**src/rtl/irq_pkg.sv**
```systemverilog
// Package: shared constants and the source-to-level map.
// Assumes at most 14 sources. Any index above 13 maps to level 0.
package irq_pkg;
    localparam int LVL_W = 3;

    typedef logic [LVL_W-1:0] level_t;

    // Priority level assigned to source index idx
    function automatic level_t src_level(input int idx);
        if (idx <= 2)       return 3'd1;
        else if (idx == 3)  return 3'd2;
        else if (idx <= 6)  return 3'd3;
        else if (idx <= 10) return 3'd4;
        else if (idx <= 12) return 3'd5;
        else if (idx == 13) return 3'd6;
        else                return 3'd0;
    endfunction
endpackage

```
**src/rtl/irq_setclr_reg.sv**
```systemverilog
// Set/clear register: a selected write either ORs the data bits into the
// register or clears the bits marked 1, chosen by the caller's mode flag.
// hw_set bits are applied after the software update, so a set always beats
// a clear. Assumes wr_sel is already qualified by address decode.
module irq_setclr_reg #(
    parameter int W = 14
) (
    input  logic         clk,
    input  logic         rst_n,
    input  logic         wr_sel,
    input  logic         set_mode,
    input  logic [W-1:0] wr_bits,
    input  logic [W-1:0] hw_set,
    output logic [W-1:0] q
);
    logic [W-1:0] sw_next;

    // Software update of the current value
    always_comb begin
        sw_next = q;
        if (wr_sel) begin
            if (set_mode) sw_next = q | wr_bits;
            else          sw_next = q & ~wr_bits;
        end
    end

    // State register; hardware sets are ORed in last
    always_ff @(posedge clk) begin
        if (!rst_n) q <= '0;
        else        q <= sw_next | hw_set;
    end
endmodule

```
**src/rtl/irq_prio_encoder.sv**
```systemverilog
// Combinational maximum-level finder over the gated source vector.
// Assumes the gating (own enable and master enable) is done by the caller.
module irq_prio_encoder #(
    parameter int NUM_SRC = 14
) (
    input  logic [NUM_SRC-1:0]  active,
    output irq_pkg::level_t     level
);
    irq_pkg::level_t src_lvl [NUM_SRC];

    // Per-source constant level, masked by that source's active flag
    for (genvar g = 0; g < NUM_SRC; g++) begin : g_src
        assign src_lvl[g] = active[g] ? irq_pkg::src_level(g) : 3'd0;
    end

    // Maximum over all masked source levels
    always_comb begin
        level = 3'd0;
        for (int i = 0; i < NUM_SRC; i++) begin
            if (src_lvl[i] > level) level = src_lvl[i];
        end
    end
endmodule

```
**src/rtl/irq_prio_ctrl.sv**
```systemverilog
// Top: pending and enable registers with set/clear writes, source gating,
// maximum-level search and a registered level output.
// Assumes one write per cycle; addresses 2 and 3 are unused.
module irq_prio_ctrl #(
    parameter int NUM_SRC = 14,
    parameter int DATA_W  = 16,
    parameter int ADDR_W  = 2
) (
    input  logic              clk,
    input  logic              rst_n,
    input  logic              wr_en,
    input  logic [ADDR_W-1:0] addr,
    input  logic [DATA_W-1:0] wr_data,
    output logic [DATA_W-1:0] rd_data,
    input  logic [NUM_SRC-1:0] hw_req,
    output logic [2:0]        irq_level
);
    localparam int MODE_BIT   = DATA_W - 1;
    localparam int MASTER_BIT = NUM_SRC;
    localparam int EN_W       = NUM_SRC + 1;
    localparam logic [ADDR_W-1:0] A_PEND = ADDR_W'(0);
    localparam logic [ADDR_W-1:0] A_EN   = ADDR_W'(1);

    logic [NUM_SRC-1:0] req_q;
    logic [EN_W-1:0]    en_q;
    logic [NUM_SRC-1:0] gated;
    irq_pkg::level_t    lvl_next;
    logic               set_mode;

    assign set_mode = wr_data[MODE_BIT];

    irq_setclr_reg #(.W(NUM_SRC)) u_pend (
        .clk      (clk),
        .rst_n    (rst_n),
        .wr_sel   (wr_en && (addr == A_PEND)),
        .set_mode (set_mode),
        .wr_bits  (wr_data[NUM_SRC-1:0]),
        .hw_set   (hw_req),
        .q        (req_q)
    );

    irq_setclr_reg #(.W(EN_W)) u_en (
        .clk      (clk),
        .rst_n    (rst_n),
        .wr_sel   (wr_en && (addr == A_EN)),
        .set_mode (set_mode),
        .wr_bits  (wr_data[EN_W-1:0]),
        .hw_set   ('0),
        .q        (en_q)
    );

    // A source counts when pending, individually enabled and master enabled
    assign gated = req_q & en_q[NUM_SRC-1:0] & {NUM_SRC{en_q[MASTER_BIT]}};

    irq_prio_encoder #(.NUM_SRC(NUM_SRC)) u_enc (
        .active (gated),
        .level  (lvl_next)
    );

    // Output level register
    always_ff @(posedge clk) begin
        if (!rst_n) irq_level <= 3'd0;
        else        irq_level <= lvl_next;
    end

    // Read multiplexer, zero-extended
    always_comb begin
        rd_data = '0;
        if (addr == A_PEND)    rd_data[NUM_SRC-1:0] = req_q;
        else if (addr == A_EN) rd_data[EN_W-1:0]    = en_q;
    end
endmodule

```
**config.mk**
```make
export PLATFORM = sky130hd
export DESIGN_NAME = irq_prio_ctrl
export DESIGN_NICKNAME = d
export VERILOG_FILES = /design/src/rtl/irq_pkg.sv /design/src/rtl/irq_setclr_reg.sv /design/src/rtl/irq_prio_encoder.sv /design/src/rtl/irq_prio_ctrl.sv
export SDC_FILE = /design/constraint.sdc
export NUM_CORES = 1
export LEC_CHECK = 0
export BUFFER_PORTS_ARGS = -buffer_cell sky130_fd_sc_hd__buf_2
export CAP_MARGIN = 20
export CORE_MARGIN = 10
export CORE_UTILIZATION = 45
export CTS_CLUSTER_SIZE = 8
export DETAILED_ROUTE_END_ITERATION = 8
export GPL_ROUTABILITY_DRIVEN = 0
export PLACE_DENSITY = 0.7
export SYNTH_ARGS = -nofsm -noshare
export SYNTH_HDL_FRONTEND = slang
export SYNTH_SLANG_ARGS = --single-unit
```
**constraint.sdc**
```tcl
create_clock -name clk -period 4.2 [get_ports clk]
set_input_delay 0.42 -clock clk [delete_from_list [all_inputs] [get_ports clk]]
set_output_delay 0.42 -clock clk [all_outputs]
set_load 0.02 [all_outputs]
```
==> run summary, run 1 <==
Post-Synth XOR/XNOR Area - 0
nets@finish - 333
# DRC - 0
Synth async-reset ratio - 0
grt total ovfl - 0
CP Launch Type - register
die width - 87.45 um
most instantiated library cell after synthesis - nand2_1
Hold-fix buffers, CTS - 0
VDD IR max - 0.2243 mV
GRT Util Overall - 0.1359
die height - 87.45 um
total CTS buffers - 5
NetSw - 183.7 uW
Synthesized Nets - 288
Flop pwr share - 0.456
Via Count - 1,818
Simple-Gate Fraction of Synth Area - 0.1987
Crit path arrival time - 4.22 ns
outcome - finished clean
mux contribution to synthesized area - 0.1553
dominant synthesized flop cell - dfxtp_1
clock network power share - 0.410
Worst Hold Margin - 0.3361 ns
largest net degree at the start of global routing - 34
vias in the first global route - 1,853
# IOs - 54
hpwl dp - 3658 um
CP max stage delay - 0.42 ns
CTS clk-pin slew, worst paths - 0.07 ns
RSZ-0062 raised after global routing - true
First-pass DRT Iterations - 4
first-pass GRT wire length - 8562 um
setup slack, reg-to-reg - 0.15 ns
top cells by count, synth - nand2_1 (44), dfxtp_1 (32), nor2_1 (20), nand3_1 (17)
Mapped Area - 0.002047 mm^2
flops & latches, synth - 32
Fmax - 0.2470 GHz
CP delay by family, top - compound AO/OA/AOI/OAI gates
final setup fails - 0
clk root buf - clkbuf_8
CP max-delay cell - a222oi_1
Non-Filler Instances - 340
Antenna Nets Post-Route - 0
IO buf count - 52
mean post-synth cell area - 8.459 um^2
final core utilization - 0.5625
Slew @ Worst Pin - 1.036 ns
Comb power frac - 0.135
power density cells - 292.0 mW/mm^2
area share of the largest cell type after synthesis - 0.3130
Worst Setup End Kind - register
clock skew - 0.002702 ns
Cells after Synth - 242
Cell variety after synth - 44
Max Slew Vio Count - 0
area grow syn2layout - 20.48%
switching share of power - 0.2552
Final Cycle Share - 0.9639
synth warn - 0
internal power - 536.3 uW
WL final - 5076 um
share of cells above drive strength 1 - 0.2743
worst-case reg-to-reg path depth - 19
cell total after placement - 331
critical path cell sequence - a222oi_1 -> o22ai_2 -> ha_1 -> inv_2 -> o22a_1 -> o211ai_2 -> inv_1 -> ha_1 -> inv_2 -> a211o_1 -> and3_4 -> or2_1 -> ha_1 -> inv_1 -> a211o_2 -> o21a_1 -> o31ai_4 -> a31oi_4 -> mux2i_1
Slew Limit Headroom - 0.3062
# rows - 24
CTS tree - yes
RR Endpoint - irq_level[2]
initial cell density of the core - 0.4669
vias per cell - 5.347
Initial DRC Count - 101
Leak - 0.001117 uW
H-tree depth - 2
Adder-Cell Fraction of Synth Area - 0.06724
WP buf/inv - 4
Synth Area in Compound Gates - 0.2121
crit path time final - 4.048 ns
CP max FO - 3
CP Class - reg -> reg
ant diodes - 0
Multi-input gate area - 0.001343 mm^2
CORE AREA - 0.004384 mm^2
drt wl/cell - 14.93 um
Synth area leader - dfxtp_1
WP data required - 4.38 ns
Die ar. - 0.007647 mm^2
setup TNS - 0 ns
Final Hold Viols - 0
hold path cells - 2
Post-synth EDFFs - 0
Most Frequent Cell on Critical Path - ha_1
clock buffer depth - 2
Max Cap Violations - 0
largest family of logic cells by synthesized area - compound AO/OA/AOI/OAI gates
fillers - 429
Worst-Skew Late Latency - 0.29 ns
min-delay src - hw_req[0]
worst hold path type - in -> reg
Clock Sinks - 32
Sequential Area - 641.9 um^2
initial antenna violation count - 0
Hold Crit Endpoint - u_pend.q[0]
ranking of synthesized cells by area - dfxtp_1 (31%), nand2_1 (8.1%), mux2i_1 (7.8%)
sequential-to-total area share from yosys stat - 0.3130
-- layout make-up --
class,count,share of cell area
Clock inverter,2,0.01421
Sequential cell,32,0.2603
Inverter,9,0.01370
Clock buffer,6,0.02943
Tap cell,52,0.02638
Multi-Input combinational cell,185,0.5444
Timing Repair Buffer,54,0.1116
-- layout by cell type (no fill, tap or decap), types with 3 or more instances in the layout --
cell and count:
o21a_1 16, nand2_1 44, nor2_1 19, inv_2 3, dfxtp_1 31, a21oi_1 3, inv_1 6, mux2_1 14
nand3_1 17, mux2i_1 16, buf_2 52, clkbuf_8 5, a21boi_1 14, ha_1 11
-- power by group through the flow --
stage	Sequential, uW	Combinational, uW	Clock, uW
global placement	334	95.3	0
CTS	328	97.1	303
floorplan	331	63.8	0
global route	330	108	314
detailed placement	335	96.7	0
finish	328	96.9	295
-- what timing repair did --
item / CTS / global route
resized for setup: 0 / 10
setup endpoints to repair: 0 / 2
setup buffers: 0 / 1
-- per-stage QoR --
| step | total power, uW | cell area [um^2] | setup WS, ns |
|---|---|---|---|
| floorplan | 395.1 | 2047 | 0.4088 |
| global placement | 429.5 | 2307 | 0.2544 |
| detailed placement | 431.3 | 2307 | 0.09121 |
| CTS | 727.4 | 2415 | 0.07818 |
| global route | 751.6 | 2466 | -0.04932 |
| finish | 720.1 | 2466 | 0.1517 |
-- logic make-up after synthesis --
group                      Yosys count
other                                1
and+or+nand+nor                     91
buffers and inverters               25
AOI/OAI and AO/OA                   52
DFF                                 32
adders and majority gates           11
muxes                               30
-- routing by layer --
metal	part of all wire	wire length, um	global-route usage	vias up
met1	0.44	2213	0.1521	852
met5	0	0	0	-
met4	0.0037	19	0.03188	0
met2	0.50	2549	0.2374	36
met3	0.058	294	0.04963	2
li1	-	-	-	928
-- worst reg2reg max path: stages (launching register included) --
cell and delay (ns):
dfxtp_2 0.33, a222oi_1 0.42, o22ai_2 0.14, ha_1 0.31, inv_2 0.04, o22a_1 0.20, o211ai_2 0.18, inv_1 0.07
ha_1 0.29, inv_2 0.03, a211o_1 0.25, and3_4 0.17, or2_1 0.21, ha_1 0.28, inv_1 0.04, a211o_2 0.27
o21a_1 0.14, o31ai_4 0.31, a31oi_4 0.13, mux2i_1 0.13
-- how the worst max path moves through the flow --
| stage | start | to | slack [ns] | cells past startpoint |
|---|---|---|---|---|
| finish | register | irq_level[2] | 0.15 | 19 |
| floorplan | u_pend.q[2] | irq_level[1] | 0.41 | 19 |
| global route | register | irq_level[2] | -0.05 | 19 |
| global placement | u_pend.q[2] | irq_level[2] | 0.25 | 18 |
| detailed placement | u_pend.q[2] | irq_level[2] | 0.09 | 19 |
| CTS | u_pend.q[2] | irq_level[2] | 0.08 | 19 |
Note: power is estimated with default switching activity, not from simulation.
==> run 2, diff against run 1 <==
- CORE_UTILIZATION: 45 -> 35
- PLACE_DENSITY: 0.7 -> default
==> run 2 against run 1 <==
- fmax up 1.3%
- final area up 2.6%
- total power down 5.6%
- die area up 22%
- global-route usage down 1.9 points
- highest routed layer unchanged
- clock power down 14%
- clock skew up 0.0015 ns
- first-iteration DRC count down 14%
==> run summary, run 2 (synthesized netlist as in run 1, its figures left out) <==
Via Count - 1,863 (+2.5%)
CP max-delay cell - dfxtp_2
CP max stage delay - 0.33 ns (-0.09 ns)
outcome - finished clean
nets@finish - 337 (+1.2%)
Crit path arrival time - 4.17 ns (-0.05 ns)
Final Cycle Share - 0.9515 (-0.01243)
min-delay src - hw_req[9]
Initial DRC Count - 87 (-14%)
die height - 96.48 um (+10%)
crit path time final - 3.996 ns (-0.05219 ns)
grt total ovfl - 0 (unchanged)
ant diodes - 0 (unchanged)
total CTS buffers - 5 (unchanged)
Leak - 0.001126 uW (+0.77%)
drt wl/cell - 14.99 um (+0.38%)
CP Launch Type - register
vias per cell - 5.118 (-4.3%)
Final Hold Viols - 0 (unchanged)
Worst-Skew Late Latency - 0.28 ns (about the same)
vias in the first global route - 1,848 (-0.27%)
# IOs - 54 (unchanged)
H-tree depth - 2 (unchanged)
critical path cell sequence - a222oi_1 -> o22ai_1 -> ha_1 -> inv_1 -> o22a_1 -> o211ai_2 -> inv_2 -> ha_4 -> clkinv_1 -> a211o_1 -> and3_4 -> or2_1 -> ha_1 -> inv_1 -> a211o_2 -> o21a_1 -> o31ai_4 -> a31oi_4 -> mux2i_1
CP max FO - 3 (unchanged)
hpwl dp - 3940 um (+7.7%)
WL final - 5455 um (+7.5%)
clock buffer depth - 2 (unchanged)
largest net degree at the start of global routing - 34 (unchanged)
die width - 96.48 um (+10%)
power density cells - 268.6 mW/mm^2 (-8.0%)
Final WS setup - 0.2039 ns (+0.05219 ns)
hold path cells - 2 (unchanged)
share of cells above drive strength 1 - 0.2911 (+0.01679)
CTS tree - yes
CTS clk-pin slew, worst paths - 0.07 ns (about the same)
initial antenna violation count - 0 (unchanged)
Die ar. - 0.009307 mm^2 (+22%)
CP Class - reg -> reg
Slew Limit Headroom - 0.2954 (-0.01082)
Fmax - 0.2502 GHz (+1.3%)
initial cell density of the core - 0.3672 (-0.09967)
RR Endpoint - irq_level[1]
commonest cells after routing, fill and taps aside - buf_2 (52), nand2_1 (44), dfxtp_1 (29)
clk root buf - clkbuf_8
commonest non-fill, non-tap cell in the layout - buf_2
Non-Filler Instances - 364 (+7.1%)
IO buf count - 52 (unchanged)
cell total after placement - 351 (+6.0%)
pre-CTS setup slack - 0.1672 ns (+0.07599 ns)
Worst Setup End Kind - register
Hold Crit Endpoint - u_pend.q[9]
First-pass DRT Iterations - 4 (unchanged)
Slew @ Worst Pin - 1.052 ns (+0.01616 ns)
Antenna Nets Post-Route - 0 (unchanged)
# rows - 27 (+13%)
VDD IR max - 0.1435 mV (-36%)
setup slack, reg-to-reg - 0.20 ns (+0.05 ns)
clock skew - 0.004224 ns (+0.001522 ns)
worst-case reg-to-reg path depth - 19 (unchanged)
Clock Sinks - 32 (unchanged)
Hold-fix buffers, CTS - 0 (unchanged)
# DRC - 0 (unchanged)
final setup fails - 0 (unchanged)
WP buf/inv - 4 (unchanged)
Max Cap Violations - 0 (unchanged)
CP delay by family, top - compound AO/OA/AOI/OAI gates
worst hold path type - in -> reg
WP data required - 4.37 ns (about the same)
Max Slew Vio Count - 0 (unchanged)
CORE AREA - 0.005574 mm^2 (+27%)
first-pass GRT wire length - 8652 um (+1.1%)
GRT Util Overall - 0.1165 (-0.01944)
area grow syn2layout - 23.59%
-- run 2: layout make-up --
class / instances / area (um^2)
clock buffer: 7 / 86.33
inverter: 9 / 33.78
sequential: 32 / 644.4
tap: 72 / 90.09
multi-input combinational: 185 / 1355
timing repair buffer: 58 / 312.8
clock inverter: 1 / 7.507
fill: 566 / 3044
-- run 2: what timing repair did --
action / in CTS / in global routing
buffers inserted: 0 / 4
gates resized for setup: 0 / 12
endpoints found under the setup margin: 0 / 3
-- run 2: where the power goes --
part | total [uW] | internal, uW | switching [uW]
Sequential | 328 | 317 | 11.3
Clock | 253 | 133 | 119
Combinational | 98.8 | 44.7 | 54.2
Total | 680 | 495 | 185
-- run 2: how the worst max path moves through the flow --
| stage | start | endpoint | slack [ns] | depth (start not counted) |
|---|---|---|---|---|
| 6_report | register | irq_level[1] | 0.20 | 19 |
| 3_3_place_gp | u_pend.q[2] | irq_level[1] | 0.22 | 18 |
| 2_1_floorplan | u_pend.q[2] | irq_level[1] | 0.41 | 19 |
| 5_1_grt | register | irq_level[1] | -0.01 | 19 |
| 4_1_cts | register | irq_level[1] | 0.13 | 19 |
| 3_5_place_dp | u_pend.q[2] | irq_level[1] | 0.17 | 18 |
-- run 2: per-stage QoR --
step	setup TNS (ns)	total power [uW]	utilization	hold slack (ns)	area, um^2
floorplan	0	395.1	-	0.4435	2047
global placement	0	431.6	0.4184	0.4621	2332
detailed placement	0	432.2	0.4184	0.4659	2332
CTS	0	684.9	0.4352	0.3324	2426
global route	-0.01598	711.1	0.4539	0.3354	2530
finish	0	679.6	0.4539	0.3390	2530
-- run 2: metal layers --
| layer | up-vias | wire length (um) | global-route usage |
|---|---|---|---|
| met5 | - | 0 | 0 |
| li1 | 940 | - | - |
| met4 | 0 | 94 | 0.04843 |
| met2 | 41 | 2776 | 0.2127 |
| met3 | 8 | 257 | 0.02930 |
| met1 | 874 | 2327 | 0.1243 |
-- run 2: worst reg2reg max path, stage by stage, from the launching register on --
cell and delay [ns]:
dfxtp_2 0.33, a222oi_1 0.33, o22ai_1 0.14, ha_1 0.29
inv_1 0.05, o22a_1 0.20, o211ai_2 0.17, inv_2 0.06
ha_4 0.26, clkinv_1 0.05, a211o_1 0.25, and3_4 0.19
or2_1 0.22, ha_1 0.28, inv_1 0.04, a211o_2 0.31
o21a_1 0.14, o31ai_4 0.31, a31oi_4 0.14, mux2i_1 0.14
==> run 3, diff against run 2 <==
- PLACE_DENSITY_LB_ADDON: default -> 0.05
==> run 3 against run 2 <==
- global-route usage grew 0.78 points
- wire length grew 1.2%
- clock skew grew 0.0023 ns
- first-iteration DRC count shrank 30%
- worst hold slack gained 0.0054 ns
- register-to-register slack lost 0.02 ns
- sequential share of layout area is essentially flat
- worst setup slack lost 0.020 ns
- final area shrank 0.54%
==> run summary, run 3 (synthesized netlist as in run 1, its figures left out) <==
Antenna Nets Post-Route - 0 (unchanged)
final setup fails - 0 (unchanged)
outcome - finished clean
CTS tree - yes
Die ar. - 0.009307 mm^2 (unchanged)
pre-CTS setup slack - 0.03531 ns (-0.1319 ns)
cell total after placement - 352 (+0.28%)
commonest non-fill, non-tap cell in the layout - buf_2
nets@finish - 337 (unchanged)
vias per cell - 5.033 (-1.7%)
Max Slew Vio Count - 0 (unchanged)
H-tree depth - 2 (unchanged)
power density cells - 259.5 mW/mm^2 (-3.4%)
VDD IR max - 0.1184 mV (-17%)
First-pass DRT Iterations - 4 (unchanged)
CP Launch Type - register
Via Count - 1,827 (-1.9%)
grt total ovfl - 0 (unchanged)
first-pass GRT wire length - 9149 um (+5.7%)
CP max FO - 3 (unchanged)
Leak - 0.001123 uW (-0.18%)
drt wl/cell - 15.21 um (+1.5%)
ant diodes - 0 (unchanged)
Final WS setup - 0.1842 ns (-0.01965 ns)
Non-Filler Instances - 363 (-0.27%)
share of cells above drive strength 1 - 0.2818 (-0.009309)
WL final - 5522 um (+1.2%)
worst hold path type - in -> reg
initial cell density of the core - 0.3672 (unchanged)
dpl cell area - 0.002340 mm^2 (+0.32%)
total CTS buffers - 5 (unchanged)
clock skew - 0.006570 ns (+0.002346 ns)
Max Cap Violations - 0 (unchanged)
area grow syn2layout - 22.92%
Crit path arrival time - 4.18 ns (about the same)
crit path time final - 4.016 ns (+0.01965 ns)
# DRC - 0 (unchanged)
WP data required - 4.36 ns (about the same)
commonest cells after routing, fill and taps aside - buf_2 (52), nand2_1 (44), dfxtp_1 (31)
clock buffer depth - 2 (unchanged)
CP max-delay cell - a222oi_1
largest net degree at the start of global routing - 34 (unchanged)
met1 GRT Util - 0.1481 (+0.02384)
Clock Sinks - 32 (unchanged)
CORE AREA - 0.005574 mm^2 (unchanged)
initial antenna violation count - 0 (unchanged)
CP max stage delay - 0.40 ns (+0.07 ns)
clk root buf - clkbuf_8
vias in the first global route - 1,894 (+2.5%)
CTS clk-pin slew, worst paths - 0.07 ns (about the same)
Initial DRC Count - 61 (-30%)
# rows - 27 (unchanged)
die height - 96.48 um (unchanged)
grt met2 use - 0.2077 (-0.005011)
Final Hold Viols - 0 (unchanged)
Fmax - 0.2490 GHz (-0.49%)
Worst Setup End Kind - register
Slew Limit Headroom - 0.6015 (+0.3061)
Most Crowded Layer GR - met2
# IOs - 54 (unchanged)
setup slack, reg-to-reg - 0.18 ns (-0.02 ns)
Most Frequent Cell on Critical Path - inv_2
hpwl dp - 3972 um (+0.81%)
CP Class - reg -> reg
fillers - 603 (+6.5%)
die width - 96.48 um (unchanged)
Worst-Skew Late Latency - 0.28 ns (about the same)
Final Cycle Share - 0.9561 (+0.004679)
GRT Util Overall - 0.1242 (+0.007763)
design area - 0.002516 mm^2 (-0.54%)
overall power - 652.9 uW (-3.9%)
RSZ-0062 raised after global routing - true
IO buf count - 52 (unchanged)
critical path cell sequence - a222oi_1 -> o22ai_1 -> ha_1 -> inv_2 -> o22a_1 -> o211ai_2 -> inv_2 -> ha_4 -> inv_2 -> a211o_1 -> and3_4 -> or2_1 -> ha_1 -> inv_1 -> a211o_2 -> o21a_1 -> o31ai_4 -> a31oi_4 -> mux2i_1
M3 GR Usage - 0.04472 (+0.01542)
Slew @ Worst Pin - 0.5977 ns (-0.4546 ns)
run 3: cell count changes in the layout (fill, tap and decap cells not counted), sizes merged:
cell and change:
clkinvlp -1, clkbuf -1, inv +1
run 3: worst paths after layout:
| path | start | to | cells after the start |
|---|---|---|---|
| worst min register to register | register | register | 2 |
| worst max-delay path | register | irq_level[2] | 19 |
| worst min-delay path | hw_req[10] | u_pend.q[10] | 2 |
| worst max register to register | register | irq_level[2] | 19 |
run 3: per-layer routing:
metal	up-vias	wire, um
met4	0	41
met1	847	2527
met3	4	329
met5	-	0
li1	940	-
met2	36	2624
run 3: area by class of cell:
cell class                      count  area (um^2)  share of cell area
Clock buffer                        6        72.57             0.02884
Timing Repair Buffer               58        316.6              0.1258
Clock inverter                      1        5.005            0.001989
Tap cell                           72        90.09             0.03580
Multi-Input combinational cell    185         1356              0.5390
Inverter                            9        33.78             0.01343
Sequential cell                    32        641.9              0.2551
run 3: power breakdown:
group	internal [uW]	switching, uW	total, uW
Clock	113	112	225
Sequential	317	11.0	328
Combinational	45.5	55.0	100
run 3: what timing repair did:
item                                    4_1_cts  5_1_grt
hold buffers                                  0        0
endpoints found under the setup margin        0        3
buffers inserted                              0        2
gates resized for setup                       0       12
run 3: metrics by stage:
step           hold slack [ns]  utilization  TNS [ns]
2_1_floorplan           0.4435            -         0
6_report                0.3444       0.4514         0
5_1_grt                 0.3350       0.4514  -0.07962
4_1_cts                 0.3340       0.4337         0
3_5_place_dp            0.4624       0.4198         0
3_3_place_gp            0.4577       0.4198         0
run 3: worst max-delay path: cells and delay by family (launching register included):
family	cells	cell delay [ns]
AOI/OAI and AO/OA	9	2.03
adders and majority gates	3	0.87
and+or+nand+nor	2	0.37
DFF	1	0.33
buffers and inverters	4	0.17
muxes	1	0.13
